**src/rtl/sfr_pkg.sv**
```systemverilog
// Package: bit positions and implemented-bit masks of the two registers.
// Assumes 8-bit registers; software decodes these positions, so they are fixed.
package sfr_pkg;
    localparam int SFR_DW = 8;

    localparam int IE_WDT  = 0;
    localparam int IE_OSC  = 1;
    localparam int IE_NMI  = 4;
    localparam int IE_ACCV = 5;

    localparam int FL_WDT  = 0;
    localparam int FL_OSC  = 1;
    localparam int FL_BOR  = 2;
    localparam int FL_RST  = 3;
    localparam int FL_NMI  = 4;

    localparam logic [SFR_DW-1:0] IE_IMPL = (SFR_DW'(1) << IE_WDT) | (SFR_DW'(1) << IE_OSC)
                                          | (SFR_DW'(1) << IE_NMI) | (SFR_DW'(1) << IE_ACCV);
endpackage

```
**src/rtl/sfr_bit_cell.sv**
```systemverilog
// Single storage bit with its own reset domain.
// Priority: domain reset, then hardware set, then software write.
// Assumes rst_n is synchronous, active low, already combined with stronger levels.
module sfr_bit_cell #(
    parameter logic RST_VAL = 1'b0
) (
    input  logic clk,
    input  logic rst_n,
    input  logic set_i,
    input  logic wr_i,
    input  logic wd_i,
    output logic q_o
);
    // Purpose: hold the bit, reset to its domain value, let the set event win over writes.
    always_ff @(posedge clk) begin
        if (!rst_n) begin
            q_o <= RST_VAL;
        end else if (set_i) begin
            q_o <= 1'b1;
        end else if (wr_i) begin
            q_o <= wd_i;
        end
    end
endmodule

```
**src/rtl/sfr_bus_port.sv**
```systemverilog
// Bus side: decodes the offset into write strobes and multiplexes read data.
// Assumes writes are allowed only when wr_ok_i is high (no reset level asserted).
module sfr_bus_port #(
    parameter int ADDR_W    = 4,
    parameter int IE_OFFSET = 0,
    parameter int FL_OFFSET = 1,
    parameter int DW        = 8
) (
    input  logic              sel_i,
    input  logic              wr_i,
    input  logic [ADDR_W-1:0] addr_i,
    input  logic              wr_ok_i,
    input  logic [DW-1:0]     ie_i,
    input  logic [DW-1:0]     fl_i,
    output logic              ie_we_o,
    output logic              fl_we_o,
    output logic [DW-1:0]     rdata_o
);
    localparam logic [ADDR_W-1:0] IE_A = ADDR_W'(IE_OFFSET);
    localparam logic [ADDR_W-1:0] FL_A = ADDR_W'(FL_OFFSET);

    logic hit_ie;
    logic hit_fl;

    // Purpose: match the offset against the two register slots.
    always_comb begin
        hit_ie = sel_i && (addr_i == IE_A);
        hit_fl = sel_i && (addr_i == FL_A);
    end

    // Purpose: write strobes, suppressed while any reset is active.
    always_comb begin
        ie_we_o = hit_ie && wr_i && wr_ok_i;
        fl_we_o = hit_fl && wr_i && wr_ok_i;
    end

    // Purpose: combinational read mux, zero for unmapped offsets.
    always_comb begin
        rdata_o = '0;
        if (hit_ie) begin
            rdata_o = ie_i;
        end else if (hit_fl) begin
            rdata_o = fl_i;
        end
    end
endmodule

```
**src/rtl/sfr_enable_bank.sv**
```systemverilog
// Enable register: one cell per implemented position, constant zero elsewhere.
// Assumes all enable bits live in the power-up-clear domain.
module sfr_enable_bank #(
    parameter int              DW   = 8,
    parameter logic [DW-1:0]   IMPL = '0
) (
    input  logic          clk,
    input  logic          puc_dom_n,
    input  logic          we_i,
    input  logic [DW-1:0] wd_i,
    output logic [DW-1:0] q_o
);
    for (genvar i = 0; i < DW; i++) begin : g_bit
        if (IMPL[i]) begin : g_cell
            sfr_bit_cell #(.RST_VAL(1'b0)) cell_i (
                .clk   (clk),
                .rst_n (puc_dom_n),
                .set_i (1'b0),
                .wr_i  (we_i),
                .wd_i  (wd_i[i]),
                .q_o   (q_o[i])
            );
        end else begin : g_none
            assign q_o[i] = 1'b0;
        end
    end
endmodule

```
**src/rtl/sfr_flag_bank.sv**
```systemverilog
// Flag register: each flag sits in its own reset domain with its own set source.
// Assumes the domain inputs are already nested (stronger implies weaker).
module sfr_flag_bank
    import sfr_pkg::*;
(
    input  logic              clk,
    input  logic              bor_dom_n,
    input  logic              por_dom_n,
    input  logic              puc_dom_n,
    input  logic              we_i,
    input  logic [SFR_DW-1:0] wd_i,
    input  logic              wdt_set_i,
    input  logic              osc_fault_i,
    input  logic              pin_rst_i,
    input  logic              nmi_edge_i,
    output logic [SFR_DW-1:0] q_o
);
    logic wdt_q, osc_q, bor_q, rst_q, nmi_q;

    sfr_bit_cell #(.RST_VAL(1'b0)) wdt_cell_i (
        .clk(clk), .rst_n(por_dom_n), .set_i(wdt_set_i),
        .wr_i(we_i), .wd_i(wd_i[FL_WDT]), .q_o(wdt_q)
    );

    sfr_bit_cell #(.RST_VAL(1'b1)) osc_cell_i (
        .clk(clk), .rst_n(puc_dom_n), .set_i(osc_fault_i),
        .wr_i(we_i), .wd_i(wd_i[FL_OSC]), .q_o(osc_q)
    );

    sfr_bit_cell #(.RST_VAL(1'b1)) bor_cell_i (
        .clk(clk), .rst_n(bor_dom_n), .set_i(1'b0),
        .wr_i(we_i), .wd_i(wd_i[FL_BOR]), .q_o(bor_q)
    );

    sfr_bit_cell #(.RST_VAL(1'b0)) rst_cell_i (
        .clk(clk), .rst_n(bor_dom_n), .set_i(pin_rst_i),
        .wr_i(we_i), .wd_i(wd_i[FL_RST]), .q_o(rst_q)
    );

    sfr_bit_cell #(.RST_VAL(1'b0)) nmi_cell_i (
        .clk(clk), .rst_n(puc_dom_n), .set_i(nmi_edge_i),
        .wr_i(we_i), .wd_i(wd_i[FL_NMI]), .q_o(nmi_q)
    );

    // Purpose: place the flags at their decoded positions, upper bits absent.
    always_comb begin
        q_o         = '0;
        q_o[FL_WDT] = wdt_q;
        q_o[FL_OSC] = osc_q;
        q_o[FL_BOR] = bor_q;
        q_o[FL_RST] = rst_q;
        q_o[FL_NMI] = nmi_q;
    end
endmodule

```
**src/rtl/sfr_intr_top.sv**
```systemverilog
// Top: interrupt enable and reset-cause flag registers with gated requests.
// Assumes the three reset inputs are synchronous to clk and active low;
// nesting of reset strength is resolved here, not required of the source.
module sfr_intr_top
    import sfr_pkg::*;
#(
    parameter int ADDR_W    = 4,
    parameter int IE_OFFSET = 0,
    parameter int FL_OFFSET = 1
) (
    input  logic              clk,
    input  logic              bor_n,
    input  logic              por_n,
    input  logic              puc_n,
    input  logic              bus_sel,
    input  logic              bus_wr,
    input  logic [ADDR_W-1:0] bus_addr,
    input  logic [SFR_DW-1:0] bus_wdata,
    output logic [SFR_DW-1:0] bus_rdata,
    input  logic              wdt_ovf_i,
    input  logic              wdt_key_err_i,
    input  logic              wdt_interval_i,
    input  logic              osc_fault_i,
    input  logic              pin_rst_i,
    input  logic              nmi_edge_i,
    input  logic              acc_viol_i,
    output logic              irq_wdt_o,
    output logic              irq_osc_o,
    output logic              irq_nmi_o,
    output logic              irq_accv_o
);
    logic              bor_dom_n, por_dom_n, puc_dom_n;
    logic              ie_we, fl_we;
    logic [SFR_DW-1:0] ie_q, fl_q;

    // Purpose: nest reset strength so a stronger level asserts all weaker domains.
    always_comb begin
        bor_dom_n = bor_n;
        por_dom_n = bor_n & por_n;
        puc_dom_n = bor_n & por_n & puc_n;
    end

    sfr_bus_port #(
        .ADDR_W(ADDR_W), .IE_OFFSET(IE_OFFSET), .FL_OFFSET(FL_OFFSET), .DW(SFR_DW)
    ) bus_i (
        .sel_i(bus_sel), .wr_i(bus_wr), .addr_i(bus_addr), .wr_ok_i(puc_dom_n),
        .ie_i(ie_q), .fl_i(fl_q), .ie_we_o(ie_we), .fl_we_o(fl_we), .rdata_o(bus_rdata)
    );

    sfr_enable_bank #(.DW(SFR_DW), .IMPL(IE_IMPL)) ie_i (
        .clk(clk), .puc_dom_n(puc_dom_n), .we_i(ie_we), .wd_i(bus_wdata), .q_o(ie_q)
    );

    sfr_flag_bank fl_i (
        .clk(clk), .bor_dom_n(bor_dom_n), .por_dom_n(por_dom_n), .puc_dom_n(puc_dom_n),
        .we_i(fl_we), .wd_i(bus_wdata), .wdt_set_i(wdt_ovf_i | wdt_key_err_i),
        .osc_fault_i(osc_fault_i), .pin_rst_i(pin_rst_i), .nmi_edge_i(nmi_edge_i),
        .q_o(fl_q)
    );

    // Purpose: gate each flag with its enable; watchdog only in interval mode.
    always_comb begin
        irq_wdt_o  = ie_q[IE_WDT] & fl_q[FL_WDT] & wdt_interval_i;
        irq_osc_o  = ie_q[IE_OSC] & fl_q[FL_OSC];
        irq_nmi_o  = ie_q[IE_NMI] & fl_q[FL_NMI];
        irq_accv_o = ie_q[IE_ACCV] & acc_viol_i;
    end
endmodule

```
**config.mk**
```make
export PLATFORM = sky130hd
export DESIGN_NAME = sfr_intr_top
export DESIGN_NICKNAME = d
export VERILOG_FILES = /design/src/rtl/sfr_pkg.sv /design/src/rtl/sfr_bit_cell.sv /design/src/rtl/sfr_bus_port.sv /design/src/rtl/sfr_enable_bank.sv /design/src/rtl/sfr_flag_bank.sv /design/src/rtl/sfr_intr_top.sv
export SDC_FILE = /design/constraint.sdc
export NUM_CORES = 1
export LEC_CHECK = 0
export BUFFER_PORTS_ARGS = -buffer_cell sky130_fd_sc_hd__buf_4
export CORE_ASPECT_RATIO = 1.1
export CORE_UTILIZATION = 45
export CTS_BUF_LIST = sky130_fd_sc_hd__clkbuf_8
export CTS_CLUSTER_SIZE = 25
export DETAILED_ROUTE_END_ITERATION = 8
export PLACE_DENSITY = 0.85
export REMOVE_ABC_BUFFERS = 1
export SLEW_MARGIN = 15
export SYNTH_ARGS = -nofsm -noshare
export SYNTH_HDL_FRONTEND = slang
export SYNTH_HIERARCHICAL = 1
export SYNTH_SLANG_ARGS = --single-unit
```
**constraint.sdc**
```tcl
create_clock -name clk -period 2.4 [get_ports clk]
set_input_delay 0.24 -clock clk [delete_from_list [all_inputs] [get_ports clk]]
set_output_delay 0.24 -clock clk [all_outputs]
set_load 0.05 [all_outputs]
```
==> impl_results.md, run 1 <==
- Max-cap violations: 0
- Register area share after synthesis: a little over a quarter
- Port buffer count: 32
- Layout cells sized above 1: 36.5%
- Drt first pass iters: 4
- TNS Setup: 0 ns
- RSZ-0062 raised after global routing: no
- R2R Setup Slk: ~1.5 ns
- Tcrit/Tclk final: ~75%
- Routed WL: ~1200 um
- Critical path endpoint category: flip-flop
- Core area: between 1000 and 1500 sq um
- Vias in the first global route: 537
- CTS sink cnt: 9
- Hold_ws: around 0.21 ns
- Vias per inst: ~4.5
- Clk_skew: 0 ns
- Cells along the critical path: buf_4 -> or4b_4 -> nor2_1 -> buf_4 -> mux2_1 -> o21a_1
- Cell taking the most area after synthesis: dfxtp_1
- Flops & latches, synth: 9
- Most common cell after layout, fill and taps aside: buf_4
- Vias: 544
- Hold-fix buffers at CTS: 0
- Synth top area cells: dfxtp_1 27%, mux2i_1 15%, buf_4 14%, mux2_1 12%, o21a_1 8.0%
- Initial antenna violation count: 0
- Worst path slowest cell: or4b_4
- DPL Wire Length: 968 um
- Post-layout min period: around 1.8 ns
- Largest net degree at the start of global routing: 11
- TritonCTS clock tree: yes
- Worst-path clk slew: approximately 0.040 ns
- Slew Limit Fails: 0
- Routed Antenna Nets: 0
- Ports: 37
- Total track usage: between 10% and 20%
- Headroom to the max-slew limit: around two fifths
- Post-Syn Area: around 660 sq um
- Nets@finish: between 100 and 150
- Grt total ovfl: 0
- CTS root buffer: clkbuf_8
- Max incr delay on CP: just over 0.6 ns
- Status: finished, final reports clean
- Total number of H-tree levels: 1
- Final Hold Violating Endpoints: 0
- CTS resizes: 0
- Worst ir drop on vdd: 485 uV
- WP buf/inv: 2
- Worst-margin pin slew: between 0.8 and 0.9 ns
- Startpoint types: input port
- CP max FO: 10
- Fmax: roughly 0.55 GHz
- CP Class: input port to flip-flop
- Ys Warns: 6
- Family with the most delay on the worst path: simple AND/OR/NAND/NOR gates
- Synthesized area per cell: ~9.3 sq um
- Worst-Skew Late Latency: around 0.22 ns
- Yosys top cell area share: between 20 and 30%
- Number of placement rows: 14
- Critical Path RT: about 2.5 ns
- First-pass GRT wire length: around 2000 um
- Number of buffers created by CTS: 3
- GP Congestion: roughly 0.78
- Die area: around 1600 sq um
- Layout area overhead: 37.1%
- Crit path DAT: 1.92 ns
- Final worst slack: around 0.59 ns
- Ant diodes: 0
- Setup slack after placement: 0.359 ns
- CP most frequent cell: buf_4
- Synth unique cells: 17
- Worst hold path class: input port to flip-flop
- Post-CTS Setup Inserts: 0
- Die H: ~42 um
- Most frequent cells in the layout: 33 x buf_4, 12 x conb_1, 10 x mux2i_1
- Final setup fails: 0
- Initial Utilization: about half
- Drc violations: 0
- P per Cell Area: ~440 nW/um^2
- Syn Inst Count: slightly above 70
- Longest Clk Path Bufs: 2
- Wire per inst: just over 10 um
- Die Span X: 38.4 um
- Initial drt markers: 4
- Pleak: 0.465 nW
==> logic make-up after synthesis <==
| group | share of synthesized area (%) |
|---|---|
| buffers and inverters | 16.2 |
| multiplexers | 27.2 |
| AND/OR/NAND/NOR | 20.0 |
| flip-flops | 27.4 |
| other | 1.14 |
| AO/OA/AOI/OAI | 8.00 |
==> through the flow <==
stage               utilization [%]  std cells  power (W)  instance area, sq um
floorplan                         -         67   0.000193                   588
global placement               62.6        116   0.000230                   856
detailed placement             62.6        116   0.000232                   856
CTS                            65.9        120   0.000399                   901
global route                   65.9        120   0.000416                   901
finish                         65.9        120   0.000392                   901
==> cells in the mapped netlist, drive strengths merged <==
cell / number
nand3b: 2
nor2: 9
nor3: 1
conb: 2
nand2: 1
and3: 2
mux2i: 10
or2: 1
buf: 14
dfxtp: 9
mux2: 7
o21a: 7
or4b: 1
and2: 4
nand3: 1
==> final timing paths <==
path                       start             endpoint  depth (start not counted)
max                  bus_addr[1]  fl_i/wdt_cell_i/q_o                          6
min                  osc_fault_i  fl_i/osc_cell_i/q_o                          2
max reg2reg  fl_i/wdt_cell_i/q_o  fl_i/wdt_cell_i/q_o                          2
min reg2reg  fl_i/osc_cell_i/q_o  fl_i/osc_cell_i/q_o                          2
==> final cells by class <==
| class | count | area, sq um |
|---|---|---|
| Fill cell | 120 | 465 |
| Multi-Input combinational cell | 58 | 408 |
| Timing Repair Buffer | 33 | 248 |
| Sequential cell | 9 | 180 |
| Clock buffer | 3 | 41.3 |
| Tap cell | 16 | 20.0 |
| Clock inverter | 1 | 3.75 |
==> sequential cells by signal, indices dropped and copies added (netlist names) <==
register,cells
ie_i/g_bit.g_cell.cell_i/q_o,4
fl_i/bor_cell_i/q_o,1
fl_i/nmi_cell_i/q_o,1
fl_i/osc_cell_i/q_o,1
fl_i/rst_cell_i/q_o,1
fl_i/wdt_cell_i/q_o,1
==> report_power, final <==
| group | internal [W] | switching [W] | leakage (nW) |
|---|---|---|---|
| clock | 0.000111 | 0.0000522 | 0.0269 |
| combinational | 0.0000398 | 0.0000323 | 0.364 |
| sequential | 0.000155 | 0.00000245 | 0.0736 |
==> routing by layer <==
metal / share of wire, % / GRT usage, % / up-vias
met2: 50 / 28.5 / 19
met5: 0 / 0 / -
met1: 40 / 17.2 / 233
met4: 2.5 / 11.0 / 0
met3: 7.1 / 7.45 / 4
li1: - / - / 288
Power figures use the tool's default switching activity.
==> run 2, diff against run 1 <==
==> constraint.sdc (replaced) <==
create_clock -name clk -period 1.71 [get_ports clk]
set_input_delay 0.171 -clock clk [delete_from_list [all_inputs] [get_ports clk]]
set_output_delay 0.171 -clock clk [all_outputs]
set_load 0.05 [all_outputs]
==> run 2 against run 1 <==
Effect of this change: die area stayed put; cell count is 3.3% higher; combinational power increased by 46%; count of clock-buffer cells in the layout did not move; sequential power is 41% higher; largest cell class unchanged; highest routed layer unchanged.
==> impl_results.md, run 2 (same netlist as run 1, synthesis figures left out) <==
- Max reg flops: 4 (unchanged)
- First-pass GRT wire length: 2140 um (was 1970 um)
- Die area: 1620 sq um (unchanged)
- RSZ-0062 raised after global routing: no (unchanged)
- CP max FO: 8 (was 10)
- GP Congestion: 0.806 (was 0.782)
- CTS sink cnt: 9 (unchanged)
- Grt total ovfl: 0 (unchanged)
- Vias in the first global route: 561 (was 537)
- Final instance area: 931 sq um (was 901 sq um)
- Vias: 578 (was 544)
- Total number of H-tree levels: 1 (unchanged)
- DP Area: 886 sq um (was 856 sq um)
- Critical path endpoint category: primary output (was flip-flop)
- Routed WL: 1370 um (was 1230 um)
- Worst hold path class: input port to flip-flop (unchanged)
- Headroom to the max-slew limit: 41.0% (was 41.2%)
- Worst-margin pin slew: 0.882 ns (was 0.879 ns)
- Port buffer count: 32 (unchanged)
- Number of placement rows: 14 (unchanged)
- Crit path DAT: 1.37 ns (was 1.92 ns)
- Post-layout min period: 1.54 ns
- Initial drt markers: 6 (was 4)
- Die H: 42.1 um (unchanged)
- Drt first pass iters: 4 (unchanged)
- # fillers: 114 (was 120)
- Longest Clk Path Bufs: 2 (unchanged)
- Layout area overhead: 41.7% (was 37.1%)
- Most common cell after layout, fill and taps aside: buf_4 (unchanged)
- Number of buffers created by CTS: 3 (unchanged)
- Fmax: 0.649 GHz
- Worst-Skew Late Latency: 0.23 ns (was 0.22 ns)
- Startpoint types: input port (unchanged)
- Initial Utilization: 48.1% (unchanged)
- CP most frequent cell: buf_4 (unchanged)
- WP buf/inv: 3 (was 2)
- Max-cap violations: 0 (unchanged)
- Largest net degree at the start of global routing: 11 (unchanged)
- Clk_skew: 0 ns (unchanged)
- Most frequent cells in the layout: 37 x buf_4, 12 x conb_1, 10 x mux2i_1 (was 33 x buf_4, 12 x conb_1, 10 x mux2i_1)
- P per Cell Area: 602 nW/um^2 (was 435 nW/um^2)
- Worst path slowest cell: or4b_4 (unchanged)
- CTS root buffer: clkbuf_8 (unchanged)
- Status: finished, final reports clean (unchanged)
- Tcrit/Tclk final: approximately 90%
- Final Hold Violating Endpoints: 0 (unchanged)
- Initial antenna violation count: 0 (unchanged)
- Die Span X: 38.4 um (unchanged)
- Cells along the critical path: buf_4 -> or4b_4 -> buf_4 -> nor2_1 -> buf_4 (was buf_4 -> or4b_4 -> nor2_1 -> buf_4 -> mux2_1 -> o21a_1)
- Total track usage: 18.2% (was 17.4%)
- Post-CTS Setup Inserts: 0 (unchanged)
- Ant diodes: 0 (unchanged)
- Worst-path clk slew: 0.04 ns (about the same)
- Hold-fix buffers at CTS: 0 (unchanged)
- Layout cells sized above 1: 38.9% (was 36.5%)
- Drc violations: 0 (unchanged)
- Final worst slack: 0.169 ns (was 0.592 ns)
- Vias per inst: 4.66 (was 4.53)
- Ports: 37 (unchanged)
- Pleak: 0.485 nW (was 0.465 nW)
- Nets@finish: 134 (was 130)
- Wire per inst: 11.0 um (was 10.3 um)
- Most flop-heavy register: ie_i/g_bit.g_cell.cell_i/q_o (unchanged)
- Final setup fails: 0 (unchanged)
- Core area: 1370 sq um (unchanged)
- CP Class: input port to primary output (was input port to flip-flop)
- Max incr delay on CP: 0.56 ns (was 0.61 ns)
- CTS resizes: 0 (unchanged)
- Hold_ws: 0.130 ns (was 0.205 ns)
- Setup slack after placement: -0.0640 ns (was 0.359 ns)
- Critical Path RT: 1.54 ns (was 2.52 ns)
- Slew Limit Fails: 0 (unchanged)
- TritonCTS clock tree: yes (unchanged)
- Worst ir drop on vdd: 663 uV (was 485 uV)
- Routed Antenna Nets: 0 (unchanged)
- Family with the most delay on the worst path: simple AND/OR/NAND/NOR gates (unchanged)
run 2: cell count changes in the layout (fill, tap and decap cells not counted), sizes merged:
cell	delta
buf	+4
run 2: cell type report:
type | count | area, sq um | area share (%)
clock buffer | 3 | 41.3 | 4.44
clock inverter | 1 | 3.75 | 0.403
multi-input combinational | 58 | 408 | 43.8
sequential | 9 | 180 | 19.4
tap | 16 | 20.0 | 2.15
timing repair buffer | 37 | 278 | 29.8
run 2: report_power, final:
part	leakage, nW	internal (W)	switching (W)	total [W]
clock network	0.0269	0.000156	0.0000789	0.000235
logic	0.385	0.0000578	0.0000470	0.000105
registers	0.0736	0.000217	0.00000339	0.000221
total	0.485	0.000431	0.000129	0.000560
run 2: path summary, 6_finish.rpt:
| path | startpoint | endpoint | slack, ns | cells past startpoint |
|---|---|---|---|---|
| worst min-delay path | osc_fault_i | fl_i/osc_cell_i/q_o | 0.13 | 2 |
| worst max register to register | ie_i/g_bit[1].g_cell.cell_i/q_o | ie_i/g_bit[1].g_cell.cell_i/q_o | 0.83 | 2 |
| worst min register to register | fl_i/osc_cell_i/q_o | fl_i/osc_cell_i/q_o | 0.52 | 2 |
| worst max-delay path | bus_addr[1] | bus_rdata[4] | 0.17 | 5 |
run 2: per-layer routing:
layer | track usage [%] | part of all wire [%]
met1 | 17.8 | 36
met2 | 34.2 | 54
met3 | 5.32 | 6.5
met4 | 6.21 | 3.1
met5 | 0 | 0
run 2: stage by stage:
step	power (W)	setup TNS [ns]	std cells	utilization (%)
after CTS	0.000564	0	124	68.1
after floorplan	0.000271	-0.0369	67	-
after global placement	0.000325	-0.231	120	64.8
after global routing	0.000593	0	124	68.1
after detailed placement	0.000328	-0.339	120	64.8
final	0.000560	0	124	68.1
